--- config.mk ---
export PLATFORM = sky130hd
export DESIGN_NAME = lpsdram_dpd_seq
export DESIGN_NICKNAME = d
export VERILOG_FILES = /design/src/rtl/lpsdram_dpd_pkg.sv /design/src/rtl/lpsdram_dpd_timer.sv /design/src/rtl/lpsdram_dpd_cmd_enc.sv /design/src/rtl/lpsdram_dpd_seq.sv
export SDC_FILE = /design/constraint.sdc
export NUM_CORES = 1
export LEC_CHECK = 0
export CAP_MARGIN = 10
export CORE_ASPECT_RATIO = 1.4
export CORE_MARGIN = 2
export CORE_UTILIZATION = 49
export DETAILED_ROUTE_END_ITERATION = 6
export DONT_BUFFER_PORTS = 1
export PLACE_DENSITY_LB_ADDON = 0.08
export SLEW_MARGIN = 40
export SYNTH_ARGS = -nofsm -noshare
export SYNTH_HDL_FRONTEND = slang
export SYNTH_SLANG_ARGS = --single-unit
--- constraint.sdc ---
create_clock -name clk_i -period 2.2 [get_ports clk_i]
set_clock_uncertainty 0.05 [all_clocks]
set_input_delay 0.44 -clock clk_i [delete_from_list [all_inputs] [get_ports clk_i]]
set_output_delay 0.44 -clock clk_i [all_outputs]
set_load 0.005 [all_outputs]
--- src/rtl/lpsdram_dpd_pkg.sv ---
package lpsdram_dpd_pkg;

  typedef enum logic [3:0] {
    ST_IDLE, ST_ENTER, ST_DOWN, ST_WAIT, ST_PRE, ST_REF, ST_MRS, ST_EMRS, ST_GAP
  } seq_st_e;

  typedef enum logic [2:0] {
    CMD_NOP, CMD_DPD, CMD_PRE, CMD_REF, CMD_MRS, CMD_EMRS
  } cmd_e;

  typedef struct packed {
    logic cs_n;
    logic ras_n;
    logic cas_n;
    logic we_n;
  } cmd_pins_t;

  localparam int unsigned ALL_BANK_BIT = 10;

  function automatic cmd_pins_t pins_of(cmd_e c);
    cmd_pins_t p;
    unique case (c)
      CMD_DPD:  p = '{cs_n: 1'b0, ras_n: 1'b1, cas_n: 1'b1, we_n: 1'b0};
      CMD_PRE:  p = '{cs_n: 1'b0, ras_n: 1'b0, cas_n: 1'b1, we_n: 1'b0};
      CMD_REF:  p = '{cs_n: 1'b0, ras_n: 1'b0, cas_n: 1'b0, we_n: 1'b1};
      CMD_MRS,
      CMD_EMRS: p = '{cs_n: 1'b0, ras_n: 1'b0, cas_n: 1'b0, we_n: 1'b0};
      default:  p = '{cs_n: 1'b0, ras_n: 1'b1, cas_n: 1'b1, we_n: 1'b1};
    endcase
    return p;
  endfunction

  function automatic int imax(int a, int b);
    return (a > b) ? a : b;
  endfunction

endpackage

--- src/rtl/lpsdram_dpd_timer.sv ---
module lpsdram_dpd_timer #(
  parameter int TW = 8
) (
  input  logic          clk_i,
  input  logic          rst_ni,
  input  logic          load_i,
  input  logic [TW-1:0] val_i,
  output logic          zero_o
);

  logic [TW-1:0] cnt_q;

  always_ff @(posedge clk_i or negedge rst_ni) begin
    if (!rst_ni)           cnt_q <= '0;
    else if (load_i)       cnt_q <= val_i;
    else if (cnt_q != '0)  cnt_q <= cnt_q - 1'b1;
  end

  assign zero_o = (cnt_q == '0);


  tmr_dec_chk: assert property (@(posedge clk_i) disable iff (!rst_ni)
    (!load_i && !zero_o) |=> (cnt_q == $past(cnt_q) - 1'b1));

endmodule

--- src/rtl/lpsdram_dpd_cmd_enc.sv ---
module lpsdram_dpd_cmd_enc
  import lpsdram_dpd_pkg::*;
#(
  parameter int AW      = 13,
  parameter int BAW     = 2,
  parameter int EMRS_BA = 2
) (
  input  logic           clk_i,
  input  logic           rst_ni,
  input  cmd_e           cmd_i,
  input  logic           cke_i,
  input  logic [AW-1:0]  mode_i,
  input  logic [AW-1:0]  ext_mode_i,
  output logic           cke_o,
  output logic           cs_n_o,
  output logic           ras_n_o,
  output logic           cas_n_o,
  output logic           we_n_o,
  output logic [AW-1:0]  addr_o,
  output logic [BAW-1:0] ba_o
);

  cmd_pins_t     pins;
  logic [AW-1:0] addr_d;
  logic [BAW-1:0] ba_d;

  always_comb begin
    pins   = pins_of(cmd_i);
    addr_d = '0;
    ba_d   = '0;
    unique case (cmd_i)
      CMD_PRE:  addr_d[ALL_BANK_BIT] = 1'b1;
      CMD_MRS:  addr_d = mode_i;
      CMD_EMRS: begin addr_d = ext_mode_i; ba_d = BAW'(EMRS_BA); end
      default: ;
    endcase
  end

  always_ff @(posedge clk_i or negedge rst_ni) begin
    if (!rst_ni) begin
      cke_o   <= 1'b1;
      cs_n_o  <= 1'b0;
      ras_n_o <= 1'b1;
      cas_n_o <= 1'b1;
      we_n_o  <= 1'b1;
      addr_o  <= '0;
      ba_o    <= '0;
    end else begin
      cke_o   <= cke_i;
      cs_n_o  <= pins.cs_n;
      ras_n_o <= pins.ras_n;
      cas_n_o <= pins.cas_n;
      we_n_o  <= pins.we_n;
      addr_o  <= addr_d;
      ba_o    <= ba_d;
    end
  end


  dpd_cke_chk: assert property (@(posedge clk_i) disable iff (!rst_ni)
    $fell(cke_o) |-> (!cs_n_o && ras_n_o && cas_n_o && !we_n_o));


  down_nop_chk: assert property (@(posedge clk_i) disable iff (!rst_ni)
    (!cke_o && !$fell(cke_o)) |-> (!cs_n_o && ras_n_o && cas_n_o && we_n_o));

endmodule

--- src/rtl/lpsdram_dpd_seq.sv ---
module lpsdram_dpd_seq
  import lpsdram_dpd_pkg::*;
#(
  parameter int CLK_FREQ_KHZ = 125000,
  parameter int WAIT_US      = 200,
  parameter int N_REF        = 2,
  parameter int T_RP         = 3,
  parameter int T_RFC        = 10,
  parameter int T_MRD        = 2,
  parameter int AW           = 13,
  parameter int BAW          = 2
) (
  input  logic           clk_i,
  input  logic           rst_ni,
  input  logic           enter_req_i,
  input  logic           exit_req_i,
  input  logic           refresh_first_i,
  input  logic [AW-1:0]  mode_val_i,
  input  logic [AW-1:0]  ext_mode_val_i,
  output logic           ready_o,
  output logic           in_dpd_o,
  output logic           data_lost_o,
  output logic           cke_o,
  output logic           cs_n_o,
  output logic           ras_n_o,
  output logic           cas_n_o,
  output logic           we_n_o,
  output logic [AW-1:0]  addr_o,
  output logic [BAW-1:0] ba_o
);

  localparam int WAIT_CYC = (WAIT_US * CLK_FREQ_KHZ + 999) / 1000;
  localparam int MAX_CYC  = imax(imax(WAIT_CYC, T_RP), imax(T_RFC, T_MRD));
  localparam int TW       = $clog2(MAX_CYC + 1);
  localparam int RW       = $clog2(N_REF + 1);
  localparam logic [TW-1:0] LD_WAIT = TW'(WAIT_CYC - 1);
  localparam logic [TW-1:0] LD_RP   = TW'(T_RP - 2);
  localparam logic [TW-1:0] LD_RFC  = TW'(T_RFC - 2);
  localparam logic [TW-1:0] LD_MRD  = TW'(T_MRD - 2);

  initial begin
    if (T_RP < 2 || T_RFC < 2 || T_MRD < 2 || N_REF < 1 || WAIT_CYC < 1 || AW < 11)
      $error("lpsdram_dpd_seq: illegal parameter set");
  end

  seq_st_e       state_q, state_d, nxt_q, nxt_d;
  logic [RW-1:0] ref_q, ref_d;
  logic          ord_q, ord_d;
  logic          tmr_load, tmr_zero;
  logic [TW-1:0] tmr_val;
  cmd_e          cmd;
  logic          ready_q, in_dpd_q, lost_q;

  lpsdram_dpd_timer #(.TW(TW)) u_timer (
    .clk_i  (clk_i),
    .rst_ni (rst_ni),
    .load_i (tmr_load),
    .val_i  (tmr_val),
    .zero_o (tmr_zero)
  );

  always_comb begin
    state_d  = state_q;
    nxt_d    = nxt_q;
    ref_d    = ref_q;
    ord_d    = ord_q;
    tmr_load = 1'b0;
    tmr_val  = '0;
    cmd      = CMD_NOP;
    unique case (state_q)
      ST_IDLE:  if (enter_req_i) state_d = ST_ENTER;
      ST_ENTER: begin cmd = CMD_DPD; state_d = ST_DOWN; end
      ST_DOWN: if (exit_req_i) begin
        state_d  = ST_WAIT;
        ord_d    = refresh_first_i;
        ref_d    = '0;
        tmr_load = 1'b1;
        tmr_val  = LD_WAIT;
      end
      ST_WAIT: if (tmr_zero) state_d = ST_PRE;
      ST_PRE: begin
        cmd      = CMD_PRE;
        tmr_load = 1'b1;
        tmr_val  = LD_RP;
        nxt_d    = ord_q ? ST_REF : ST_MRS;
        state_d  = ST_GAP;
      end
      ST_REF: begin
        cmd      = CMD_REF;
        ref_d    = ref_q + 1'b1;
        tmr_load = 1'b1;
        tmr_val  = LD_RFC;
        if (ref_q == RW'(N_REF - 1)) nxt_d = ord_q ? ST_MRS : ST_IDLE;
        else                         nxt_d = ST_REF;
        state_d  = ST_GAP;
      end
      ST_MRS: begin
        cmd      = CMD_MRS;
        tmr_load = 1'b1;
        tmr_val  = LD_MRD;
        nxt_d    = ST_EMRS;
        state_d  = ST_GAP;
      end
      ST_EMRS: begin
        cmd      = CMD_EMRS;
        tmr_load = 1'b1;
        tmr_val  = LD_MRD;
        nxt_d    = ord_q ? ST_IDLE : ST_REF;
        state_d  = ST_GAP;
      end
      ST_GAP:  if (tmr_zero) state_d = nxt_q;
      default: state_d = ST_IDLE;
    endcase
  end

  always_ff @(posedge clk_i or negedge rst_ni) begin
    if (!rst_ni) begin
      state_q  <= ST_IDLE;
      nxt_q    <= ST_IDLE;
      ref_q    <= '0;
      ord_q    <= 1'b0;
      ready_q  <= 1'b1;
      in_dpd_q <= 1'b0;
      lost_q   <= 1'b0;
    end else begin
      state_q  <= state_d;
      nxt_q    <= nxt_d;
      ref_q    <= ref_d;
      ord_q    <= ord_d;
      // status registered from state_q so it lines up with the pin stage
      ready_q  <= (state_q == ST_IDLE);
      in_dpd_q <= (state_q == ST_ENTER) || (state_q == ST_DOWN);
      lost_q   <= (state_q == ST_IDLE) && !ready_q;
    end
  end

  lpsdram_dpd_cmd_enc #(.AW(AW), .BAW(BAW), .EMRS_BA(2)) u_enc (
    .clk_i      (clk_i),
    .rst_ni     (rst_ni),
    .cmd_i      (cmd),
    .cke_i      (!((state_q == ST_ENTER) || (state_q == ST_DOWN))),
    .mode_i     (mode_val_i),
    .ext_mode_i (ext_mode_val_i),
    .cke_o      (cke_o),
    .cs_n_o     (cs_n_o),
    .ras_n_o    (ras_n_o),
    .cas_n_o    (cas_n_o),
    .we_n_o     (we_n_o),
    .addr_o     (addr_o),
    .ba_o       (ba_o)
  );

  assign ready_o     = ready_q;
  assign in_dpd_o    = in_dpd_q;
  assign data_lost_o = lost_q;


  enter_ignored_chk: assert property (@(posedge clk_i) disable iff (!rst_ni)
    (enter_req_i && state_q != ST_IDLE) |=> (state_q != ST_ENTER));


  exit_ignored_chk: assert property (@(posedge clk_i) disable iff (!rst_ni)
    (exit_req_i && (state_q == ST_IDLE || state_q == ST_ENTER)) |=> (state_q != ST_WAIT));


  pre_after_wait_chk: assert property (@(posedge clk_i) disable iff (!rst_ni)
    (state_q == ST_PRE) |-> ($past(state_q) == ST_WAIT));


  ref_bound_chk: assert property (@(posedge clk_i) disable iff (!rst_ni)
    ref_q <= RW'(N_REF));


  lost_ready_chk: assert property (@(posedge clk_i) disable iff (!rst_ni)
    data_lost_o |-> (ready_o && !$past(ready_o)));

endmodule

## Yosys cells after proc, flatten, opt, wreduce, memory -nomap -nowiden

Cells that the tools add are included.

- Bits in registers: 48
- Latch bits: 0
- Bits in writable memories: 0
- ROM bits: 0
- Bits of input ports: 31
- Output and inout port bits: 23
- Memories: 0

- $add $sub $neg: 2
- $mul: 0
- Divide/modulo/power cells: 0
- $lt $le $gt $ge: 0
- Equality and inequality tests: 18
- Shift-type cells: 0
- Mux-type cells: 24
- Bitwise gates (word level): 0
- Reduce and logical (&&, ||, !) cells: 15

Operator list:

| kind | number |
|---|---|
| 15-bit 2-to-1 mux | 3 |
| 15-bit case mux with 3 select lines | 1 |
| 4-bit case mux with 6 select lines | 1 |
| 10-bit case mux with 2 select lines | 1 |
| 4-bit by 3-bit equality test with 1-bit output (second input constant) | 4 |
| 4-bit 2-to-1 mux | 4 |
| 4-bit case mux with 4 select lines | 1 |
| 15-bit logical NOT | 1 |
| 3-bit case mux with 5 select lines | 1 |
| 15-bit nonzero test | 1 |
| 15-bit by 1-bit subtractor with 15-bit output (second input constant) | 1 |
| 3-bit case mux with 4 select lines | 1 |
| 3-bit 2-to-1 mux | 3 |
| 4-bit by 2-bit equality test with 1-bit output (second input constant) | 2 |
| 2-bit inequality test (second input constant) | 4 |
| 2-bit case mux with 2 select lines | 2 |
| 3-bit by 2-bit equality test with 1-bit output (second input constant) | 2 |
| 3-bit equality test (second input constant) | 2 |
| 2-bit 2-to-1 mux | 3 |
| 4-bit by 1-bit equality test with 1-bit output (second input constant) | 1 |
| 4-bit equality test (second input constant) | 1 |
| 4-bit logical NOT | 1 |
| 2-bit AND reduction | 2 |
| 4-bit AND reduction | 1 |
| other kinds (13) | 15 |

## Depth between registers and ports, before layout

Gate-level depths: netlist of the first run.

- Depth in word-level cells: 5
- Mapped depth: 7
- Gate-level depth less buffers: 6

## Hierarchy

A second synthesis of the first run with hierarchy kept.

- Cells, all modules: 218
- Area total of the unflattened synthesis: 2324.7 um^2

Modules (own cells, without submodules):

| module | instances | cells an instance | area an instance (um^2) | seq. area each (um^2) |
|---|---|---|---|---|
| lpsdram_dpd_timer | 1 | 79 | 829.5 | 375.4 |
| lpsdram_dpd_cmd_enc | 1 | 58 | 754.5 | 455.4 |
| lpsdram_dpd_seq | 1 | 81 | 740.7 | 326.6 |

## Worst setup path before layout of the first run

No wires, ideal clock.

- Path type: register to register
- Start: register u_timer.cnt_q[0]
- End: register u_timer.cnt_q[0]
- Arrival time: 1.702 ns
- Required time: 2.011 ns
- Setup slack: 0.308 ns
- Stages on the path, launching flop included: 7
- Cells stage by stage: dfrtp_1 -> inv_1 -> ha_1 -> or3b_2 -> nor4_4 -> xnor2_1 -> o211ai_2

- Word-level cells in the longest chain between the ends: 3

Ends and longest elaborated chain:

| element | line | source |
|---|---|---|
| start, declared | lpsdram_dpd_timer.sv:11 | `logic [TW-1:0] cnt_q;` |
| start signal, assigned | lpsdram_dpd_timer.sv:15 | `else if (load_i) cnt_q <= val_i;` |
| start signal, assigned | lpsdram_dpd_timer.sv:16 | `else if (cnt_q != '0) cnt_q <= cnt_q - 1'b1;` |
| 15-bit by 1-bit subtractor with 15-bit output | lpsdram_dpd_timer.sv:16 |  |
| 15-bit 2-to-1 mux | lpsdram_dpd_timer.sv:16 |  |
| 15-bit 2-to-1 mux | lpsdram_dpd_timer.sv:15 |  |

Several ways; a longest one is shown, not always the timed one. The select of a mux whose other input is x is not followed.
A chain may end at the register's enable or synchronous reset.

## Final worst setup path of the first run

Ends and elaborated chain as after synthesis.

==> results.toml, run 1 <==
[cts]
cts_sinks = 46
cts_buffer_depth = 2
htree_levels = 2
root_buffer = "clkbuf_8"
cts_buffers = 5
path_clk_slew_ns = 0.08
cts_tree = "yes"
clk_latency_ns = 0.30

[cells_and_area]
fin_nets = 263
final_core_util_pct = 55.8
area_growth_pct = 11.2
diodes = 0
mostFrequentLayoutCells = "41 x dfrtp_1, 22 x nor2_1, 18 x o21ai_0, 16 x nand2_1, 12 x mux2i_1"
register_area_um2 = 1160
drive_gt1_share_pct = 14.8
final.fill_count = 409
final_cells = 292
multiInputGateArea_um2 = 1000
final_area_um2 = 2490
final_common_cell = "dfrtp_1"

[sta]
slew_violations = 0
tightestPinTransition_ns = 0.570
setup_viol = 0
maxSlewHeadroom_pct = 61.9
hold_viol_final = 0
fmax_mhz = 471
finalWorstSetupSlack_ns = 0.0788
post-route-period-util_pct = 96.4
timing.final.crit_period_ns = 2.12

[grt]
antenna_found_initial = 0
grt.total_usage_pct = 20.7
grt_pass1_wl_um = 7980
overflow = 0
grt_max_degree = 47
grt_pass1_vias = 1778

[die]
ios = 54
fp.dieW_um = 61.1
die_h_um = 84.0
dieArea_um2 = 5140
core_area_um2 = 4460
rows = 29
initial_utilization_pct = 50.2

[synthesis]
synth_cells = 222
synth_ff_type = "dfrtp_1"
synth_edf_count = 0
async_flop_share_pct = 100
synthDistinctLibCells = 45
synthesis.yosys.warnings = 0
syn_area_per_cell_um2 = 10.1
synth_area_um2 = 2240
yosysSeqAreaShare_pct = 51.7
synth-seq-cells = 46

[detailed_routing]
via_per_inst = 5.74
antenna_left = 0
drc = 0
drt-total-wl_um = 4670
vias = 1676
wl_per_cell_um = 16.0
drt_first_pass_iters = 4
drtIter0Drc = 88

[place]
dp_hpwl_um = 3380
postPlaceCellArea_um2 = 2330
dp_slack_ns = 0.0900
port_buffers = 0
place_congestion = 0.773
dpl.cell_count = 281

[worst_setup_path]
critPathTopFamily = "simple AND/OR/NAND/NOR gates"
crit_type = "reg2reg"
slowest_stage = "or3b_2"
r2r_setup_slack_ns = 0.08
arrival_ns = 2.23
cp_num_buf_inv = 2
cp-start-kind = "flip-flop"
required_ns = 2.31
critPathMaxStageDelay_ns = 0.50
endpoint_kind = "flip-flop"
cp_cell_sequence = "inv_2 > ha_1 > or3b_2 > nor4_4 > buf_4 > xnor2_1 > o211ai_2"
cp_max_fo = 8

[power]
leakagePower_uw = 0.00113
power_density_nw_per_um2 = 614
ir_drop_uv = 402

[hold_path]
hold_class = "in2reg"

[flow_run]
drv_cap = 0

[outcome]
status = "complete, no violations"
## state kept, by name, summed over array words and instances (netlist names), 2 cells and up
register / cells
u_enc.addr_o: 13
nxt_q: 3
u_timer.cnt_q: 15
ref_q: 2
state_q: 4
## final cells by class
| class | instances | area share [%] |
|---|---|---|
| Inverter | 9 | 1.36 |
| Tap cell | 62 | 3.12 |
| Clock inverter | 1 | 1.21 |
| Clock buffer | 7 | 3.47 |
| Sequential cell | 46 | 46.5 |
| Timing Repair Buffer | 11 | 4.22 |
| Multi-Input combinational cell | 156 | 40.2 |
## through the flow
step	setup TNS, ns	hold WS (ns)	total power [uW]
finish	0	0.233	1530
global route	-0.0116	0.228	1580
CTS	0	0.226	1540
detailed placement	0	0.0955	871
global placement	0	0.0956	871
floorplan	0	0.0944	873
## report_power, final
| group | leakage (uW) | switching (uW) | internal (uW) |
|---|---|---|---|
| registers | 0.000564 | 0 | 845 |
| logic | 0.000504 | 21.1 | 11.8 |
| clock network | 0.0000585 | 279 | 370 |
| total | 0.00113 | 301 | 1230 |
## path summary, 6_finish.rpt
kind / startpoint / endpoint / depth (start not counted)
min: refresh_first_i / ord_q / 1
min in group asynchronous: rst_ni / u_timer.cnt_q[11] / 2
min reg2reg: nxt_q[0] / nxt_q[0] / 2
max reg2reg: u_timer.cnt_q[0] / u_timer.cnt_q[0] / 7
max: u_timer.cnt_q[0] / u_timer.cnt_q[0] / 7
max in group asynchronous: rst_ni / u_enc.ras_n_o / 2
## synth_stat cells, types with 3 or more instances
cell	count	area [um2]
nand3b_1	3	22.5
clkbuf_1	8	30.0
or3_1	8	50.1
dfstp_2	5	131
nand2_1	16	60.1
nor2_1	22	82.6
ha_1	3	37.5
nor4_1	3	18.8
dfrtp_1	41	1030
inv_1	9	33.8
mux2i_1	12	120
or4_1	4	30.0
nand3_1	8	40.0
nor3_1	4	20.0
nor2b_1	4	25.0
xnor2_1	5	43.8
a21oi_1	10	50.1
o21ai_0	18	90.1
o211ai_1	3	22.5
## timing repair
action | CTS | global route
hold buffers | 2 | 0
resized for setup | 0 | 1
endpoints found under the hold margin | 46 | 0
buffers inserted | 0 | 1
endpoints found under the setup margin | 0 | 4
## per-layer routing
metal / vias to the layer above / global-route usage [%] / routed length [um]
met5: - / 0 / 0
met4: 0 / 9.09 / 120
met3: 11 / 5.58 / 252
met2: 56 / 35.4 / 2570
met1: 809 / 22.8 / 1730
li1: 800 / - / -
## logic make-up after synthesis
family	after synthesis	share of synthesized area, %
adders and majority gates	3	1.68
buffers and inverters	21	3.85
DFF	46	51.7
other	1	0.167
muxes	14	6.37
xor gates and xnor gates	6	2.35
and+or+nand+nor	86	21.3
AOI/OAI and AO/OA	45	12.6
(Power assumes the default switching activity.)
==> inputs of run 2 (changes only) <==
==> constraint.sdc (replaced) <==
create_clock -name clk_i -period 2.29 [get_ports clk_i]
set_clock_uncertainty 0.05 [all_clocks]
set_input_delay 0.458 -clock clk_i [delete_from_list [all_inputs] [get_ports clk_i]]
set_output_delay 0.458 -clock clk_i [all_outputs]
set_load 0.1 [all_outputs]
==> run 2 against run 1 <==
- non-clock buffer count rose by 13
- sequential cell count stayed put
- highest routed layer unchanged
- maximum frequency rose by 0.84%
- critical endpoint unchanged
- critical path type unchanged
==> results.toml, run 2 (synthesized netlist as in run 1, its figures left out) <==
[outcome]
status = "complete, no violations"

[cts]
clk_latency_ns = 0.30
cts_buffers = 5
cts_tree = "yes"
cts_sinks = 46
path_clk_slew_ns = 0.08
cts_buffer_depth = 2
cts-resized-gates = 0
root_buffer = "clkbuf_8"
htree_levels = 2

[grt]
grt_pass1_vias = 1790
grt_busiest_layer = "met2"
grt_util_met2_pct = 36.4
grt_pass1_wl_um = 8350
grt.total_usage_pct = 21.4
use_met1_pct = 26.7
overflow = 0
grt_max_degree = 47
use_met3_pct = 4.03
antenna_found_initial = 0

[detailed_routing]
wl_per_cell_um = 15.1
drtIter0Drc = 126
vias = 1667
drt-total-wl_um = 4610
drc = 0
via_per_inst = 5.47
drt_first_pass_iters = 4
antenna_left = 0

[worst_setup_path]
arrival_ns = 2.21
crit_start = "u_timer.cnt_q[0]"
endpoint_kind = "flip-flop"
r2r_setup_slack_ns = 0.19
reg2reg_to = "u_timer.cnt_q[0]"
cp-start-kind = "flip-flop"
crit_type = "reg2reg"
required_ns = 2.40
cp_max_fo = 8
endpoint = "u_timer.cnt_q[0]"
r2r-start = "u_timer.cnt_q[0]"
ff2ff_path_depth = 6

[die]
rows = 29
die_h_um = 84.0
initial_utilization_pct = 50.2
core_area_um2 = 4460
dieArea_um2 = 5140
fp.dieW_um = 61.1
ios = 54

[hold_path]
hold_class = "in2reg"
holdPathStages = 1

[sta]
post-route-period-util_pct = 91.9
finalSetupTns_ns = 0
fin_hold_ws_ns = 0.259
fmax_mhz = 475
maxSlewHeadroom_pct = 61.1
timing.final.crit_period_ns = 2.10
tightestPinTransition_ns = 0.579
setup_viol = 0
hold_viol_final = 0
rsz0062_at_grt = "no"
slew_violations = 0

[power]
power_density_nw_per_um2 = 521
ir_drop_uv = 423
power.total_uw = 1330
leakagePower_uw = 0.00118

[cells_and_area]
largest_register = "u_timer.cnt_q"
final_core_util_pct = 57.2
mostFrequentLayoutCells = "41 x dfrtp_1, 22 x nor2_1, 22 x buf_4, 18 x o21ai_0, 16 x nand2_1"
drive_gt1_share_pct = 18.9
area_growth_pct = 14.0
final_common_cell = "dfrtp_1"
largest_register_ff_count = 15
fin_nets = 276
top_regs = "u_timer.cnt_q: 15 flops, u_enc.addr_o: 13 flops, state_q: 4 flops"
final_area_um2 = 2550
diodes = 0

[flow_run]
drv_cap = 0

[place]
postPlaceCellArea_um2 = 2430
place_congestion = 0.813
port_buffers = 0
dp_hpwl_um = 3490
==> run 2: layout make-up <==
type / instances / area, um2
clock buffers: 6 / 72.6
clock inverters: 2 / 10.0
fillers: 396 / 1910
inverters: 9 / 33.8
multi-input cells: 156 / 1000
flip-flops and latches: 46 / 1160
well taps: 62 / 77.6
repair buffers: 24 / 203
==> run 2: stage by stage <==
step	worst slack, ns	std cells
2_1_floorplan	0.398	223
3_3_place_gp	0.286	295
3_5_place_dp	0.178	295
4_1_cts	0.171	305
5_1_grt	0.00843	305
6_report	0.186	305
==> run 2: worst min-delay path by stage <==
stage | startpoint | endpoint | slack [ns]
5_1_grt | refresh_first_i | ord_q | 0.25
2_1_floorplan | rst_ni | data_lost_o | 0.11
6_report | refresh_first_i | ord_q | 0.26
4_1_cts | refresh_first_i | ord_q | 0.25
3_3_place_gp | rst_ni | u_timer.cnt_q[10] | 0.11
3_5_place_dp | rst_ni | u_timer.cnt_q[9] | 0.11
==> run 2: what timing repair did <==
action / in CTS / in global routing
hold buffers: 2 / 0
endpoints found under the hold margin: 46 / 0
setup endpoints to repair: 0 / 0
buffers inserted: 0 / 0
==> run 2: critical path, stage by stage (launching register included) <==
cell	delay, ns
dfrtp_1	0.40
inv_1	0.11
ha_1	0.17
or3b_2	0.50
nor4_4	0.45
xnor2_1	0.20
o211ai_2	0.09
==> run 2: per-layer routing <==
layer  up-vias  wire, um
li1        823         -
met1       797      1770
met2        41      2590
met3         6       179
met4         0        64
met5         -         0
==> run 2: report_power, final <==
part | switching (uW) | internal (uW) | total (uW) | leakage [uW]
Sequential | 0 | 812 | 812 | 0.000564
Clock | 261 | 212 | 473 | 0.0000450
Combinational | 33.3 | 11.3 | 44.6 | 0.000574
==> inputs of run 3 (changes only) <==
SYNTH_HIERARCHICAL = 1   (was unset)
==> run 3 against run 2 <==
- worst setup slack got worse by 0.11 ns
- combinational power grew to 46 times the previous value
- non-clock buffer count up 9
- global-route usage is 2.9 points lower
- clock power is essentially flat
- critical endpoint is now state_q[0]
==> results.toml, run 3 <==
[die]
fp.dieW_um = 62.2
die_h_um = 85.5
rows = 29
core_area_um2 = 4540
initial_utilization_pct = 51.3
dieArea_um2 = 5320
ios = 54

[sta]
finalWorstSetupSlack_ns = 0.0773
maxSlewHeadroom_pct = 66.1
post-route-period-util_pct = 96.6
tightestPinTransition_ns = 0.509
fmax_mhz = 452
fin_hold_ws_ns = 0.224
hold_viol_final = 0
slew_violations = 0
finalSetupTns_ns = 0
setup_viol = 0
timing.final.crit_period_ns = 2.21
rsz0062_at_grt = "no"

[detailed_routing]
drt-total-wl_um = 4550
via_per_inst = 5.31
drt_first_pass_iters = 4
wl_per_cell_um = 14.5
vias = 1668
drtIter0Drc = 111
antenna_left = 0
drc = 0

[cts]
clk_latency_ns = 0.29
cts_sinks = 46
cts_buffers = 5
cts_buffer_depth = 2
root_buffer = "clkbuf_8"
path_clk_slew_ns = 0.08
htree_levels = 2
cts_tree = "yes"

[worst_setup_path]
crit_start = "u_timer/cnt_q[0]"
reg2reg_to = "state_q[0]"
ff2ff_path_depth = 8
r2r-start = "u_timer/cnt_q[0]"
cp_max_fo = 5
arrival_ns = 2.34
cp-start-kind = "flip-flop"
r2r_setup_slack_ns = 0.08
crit_type = "reg2reg"
required_ns = 2.42
endpoint_kind = "flip-flop"

[synthesis]
syn_area_per_cell_um2 = 10.7
synth-seq-cells = 46
synth_cells = 218
synth_ff_type = "dfrtp_1"
yosysSeqAreaShare_pct = 49.8
yosysTopAreaCell = "dfrtp_1"
synth_edf_count = 0
async_flop_share_pct = 100
synthesis.yosys.warnings = 6
post-synth-top-count-cell = "dfrtp_1"
synthDistinctLibCells = 53
synthTopCellsByCount = "41 x dfrtp_1, 23 x nor2_1, 17 x nand2_1"
synth_area_leaders = "dfrtp_1 44%, dfstp_2 5.7%, mux2i_1 5.6%"
synth_top_area_share_pct = 44.1
synth_area_um2 = 2320

[cells_and_area]
fin_nets = 284
largest_register = "u_timer/cnt_q"
multiInputGateArea_um2 = 1040
final_cells = 314
final.fill_count = 385
top_regs = "u_timer/cnt_q: 15 flops, u_enc/addr_o: 13 flops, state_q: 4 flops"
drive_gt1_share_pct = 22.6
area_growth_pct = 16.0
mostFrequentLayoutCells = "41 x dfrtp_1, 29 x buf_4, 23 x nor2_1, 17 x nand2_1, 13 x mux2i_1"
register_area_um2 = 1160
diodes = 0
largest_register_ff_count = 15
final_common_cell = "dfrtp_1"

[outcome]
status = "complete, no violations"

[power]
ir_drop_uv = 1000
power.total_uw = 4190
p_int_uw = 2190
pwr-share-seq_pct = 39.9
switching_power_uw = 1990
leakagePower_uw = 0.00128
p_comb_share_pct = 48.9
power_density_nw_per_um2 = 1550
p_sw_share_pct = 47.6
p_clk_share_pct = 11.2

[flow_run]
drv_cap = 0

[grt]
grt_max_degree = 47
overflow = 0
antenna_found_initial = 0
grt_pass1_vias = 1766
grt.total_usage_pct = 18.4
grt_pass1_wl_um = 7910

[place]
dpl.cell_count = 300
port_buffers = 0
dp_hpwl_um = 3200
dp_slack_ns = 0.0751
place_congestion = 0.853

[hold_path]
holdPathStages = 2
min_to = "ord_q"
hold_class = "in2reg"
min_from = "refresh_first_i"
## run 3: changes by cell type in the layout (fill, tap and decap cells not counted), sizes merged, moves of 4 or more
| cell | previous run | this run |
|---|---|---|
| a21oi | 10 | 6 |
| o211ai | 4 | 0 |
| xor2 | 1 | 9 |
| o21ai | 18 | 9 |
| a22o | 0 | 8 |
| nor3 | 4 | 10 |
| buf | 23 | 31 |
| o31ai | 1 | 6 |
| or3 | 8 | 2 |
| conb | 2 | 8 |
## run 3: layout make-up
type | count | area share (%)
clock buffer | 7 | 2.83
clock inverter | 1 | 0.278
inverter | 11 | 1.53
multi-input combinational | 154 | 38.5
sequential | 46 | 42.9
tap | 62 | 2.88
timing repair buffer | 33 | 11.1
## run 3: metrics by stage
| step | utilization (%) | area, um2 |
|---|---|---|
| final | 59.5 | 2700 |
| after global routing | 59.5 | 2700 |
| after CTS | 58.4 | 2650 |
| after detailed placement | 55.8 | 2530 |
| after global placement | 55.8 | 2530 |
| after floorplan | - | 2350 |
## run 3: kinds of logic (layout without fill, tap and decap cells)
logic type / count (synthesis) / after routing / share of synthesized area (%)
compound gates: 40 / 40 / 12.7
xor+xnor: 13 / 13 / 4.90
fa+ha+maj: 2 / 2 / 1.08
buf+inv: 24 / 52 / 6.73
flops: 46 / 46 / 49.8
mux: 16 / 16 / 7.37
other cells: 2 / 8 / 0.323
simple gates: 75 / 75 / 17.1
## run 3: worst max-delay path by stage
stage / endpoint / slack (ns)
floorplan: state_q[0] / 0.001
global placement: state_q[1] / 0.13
detailed placement: state_q[0] / 0.08
CTS: state_q[0] / 0.05
global route: u_timer/cnt_q[7] / 0.0002
finish: state_q[0] / 0.08
## run 3: worst max-delay path, stage by stage, from the launching register on
cell and delay (ns):
dfrtp_1 0.40, inv_2 0.07, ha_1 0.16, or4b_4 0.50, nor4b_4 0.26, buf_4 0.18
buf_12 0.12, o31ai_4 0.07, mux2_4 0.30
## run 3: routing by layer
| layer | vias to the layer above | wire length, um | global-route usage, % |
|---|---|---|---|
| met5 | - | 0 | 0 |
| met1 | 811 | 1880 | 22.0 |
| met3 | 2 | 237 | 4.59 |
| li1 | 808 | - | - |
| met2 | 47 | 2410 | 32.7 |
| met4 | 0 | 24 | 6.26 |
## run 3: power by group through the flow
stage | logic (uW) | clock network, uW | registers (uW)
finish | 2050 | 470 | 1670
global route | 2240 | 529 | 1710
CTS | 2030 | 492 | 1670
detailed placement | 2000 | 0 | 1680
global placement | 1940 | 0 | 1670
floorplan | 1420 | 0 | 1930
## run 3: timing repair
action,4_1_cts,5_1_grt
endpoints found under the setup margin,0,5
gates resized for setup,0,1
setup buffers,0,3
hold endpoints to repair,46,0
hold buffers,2,0
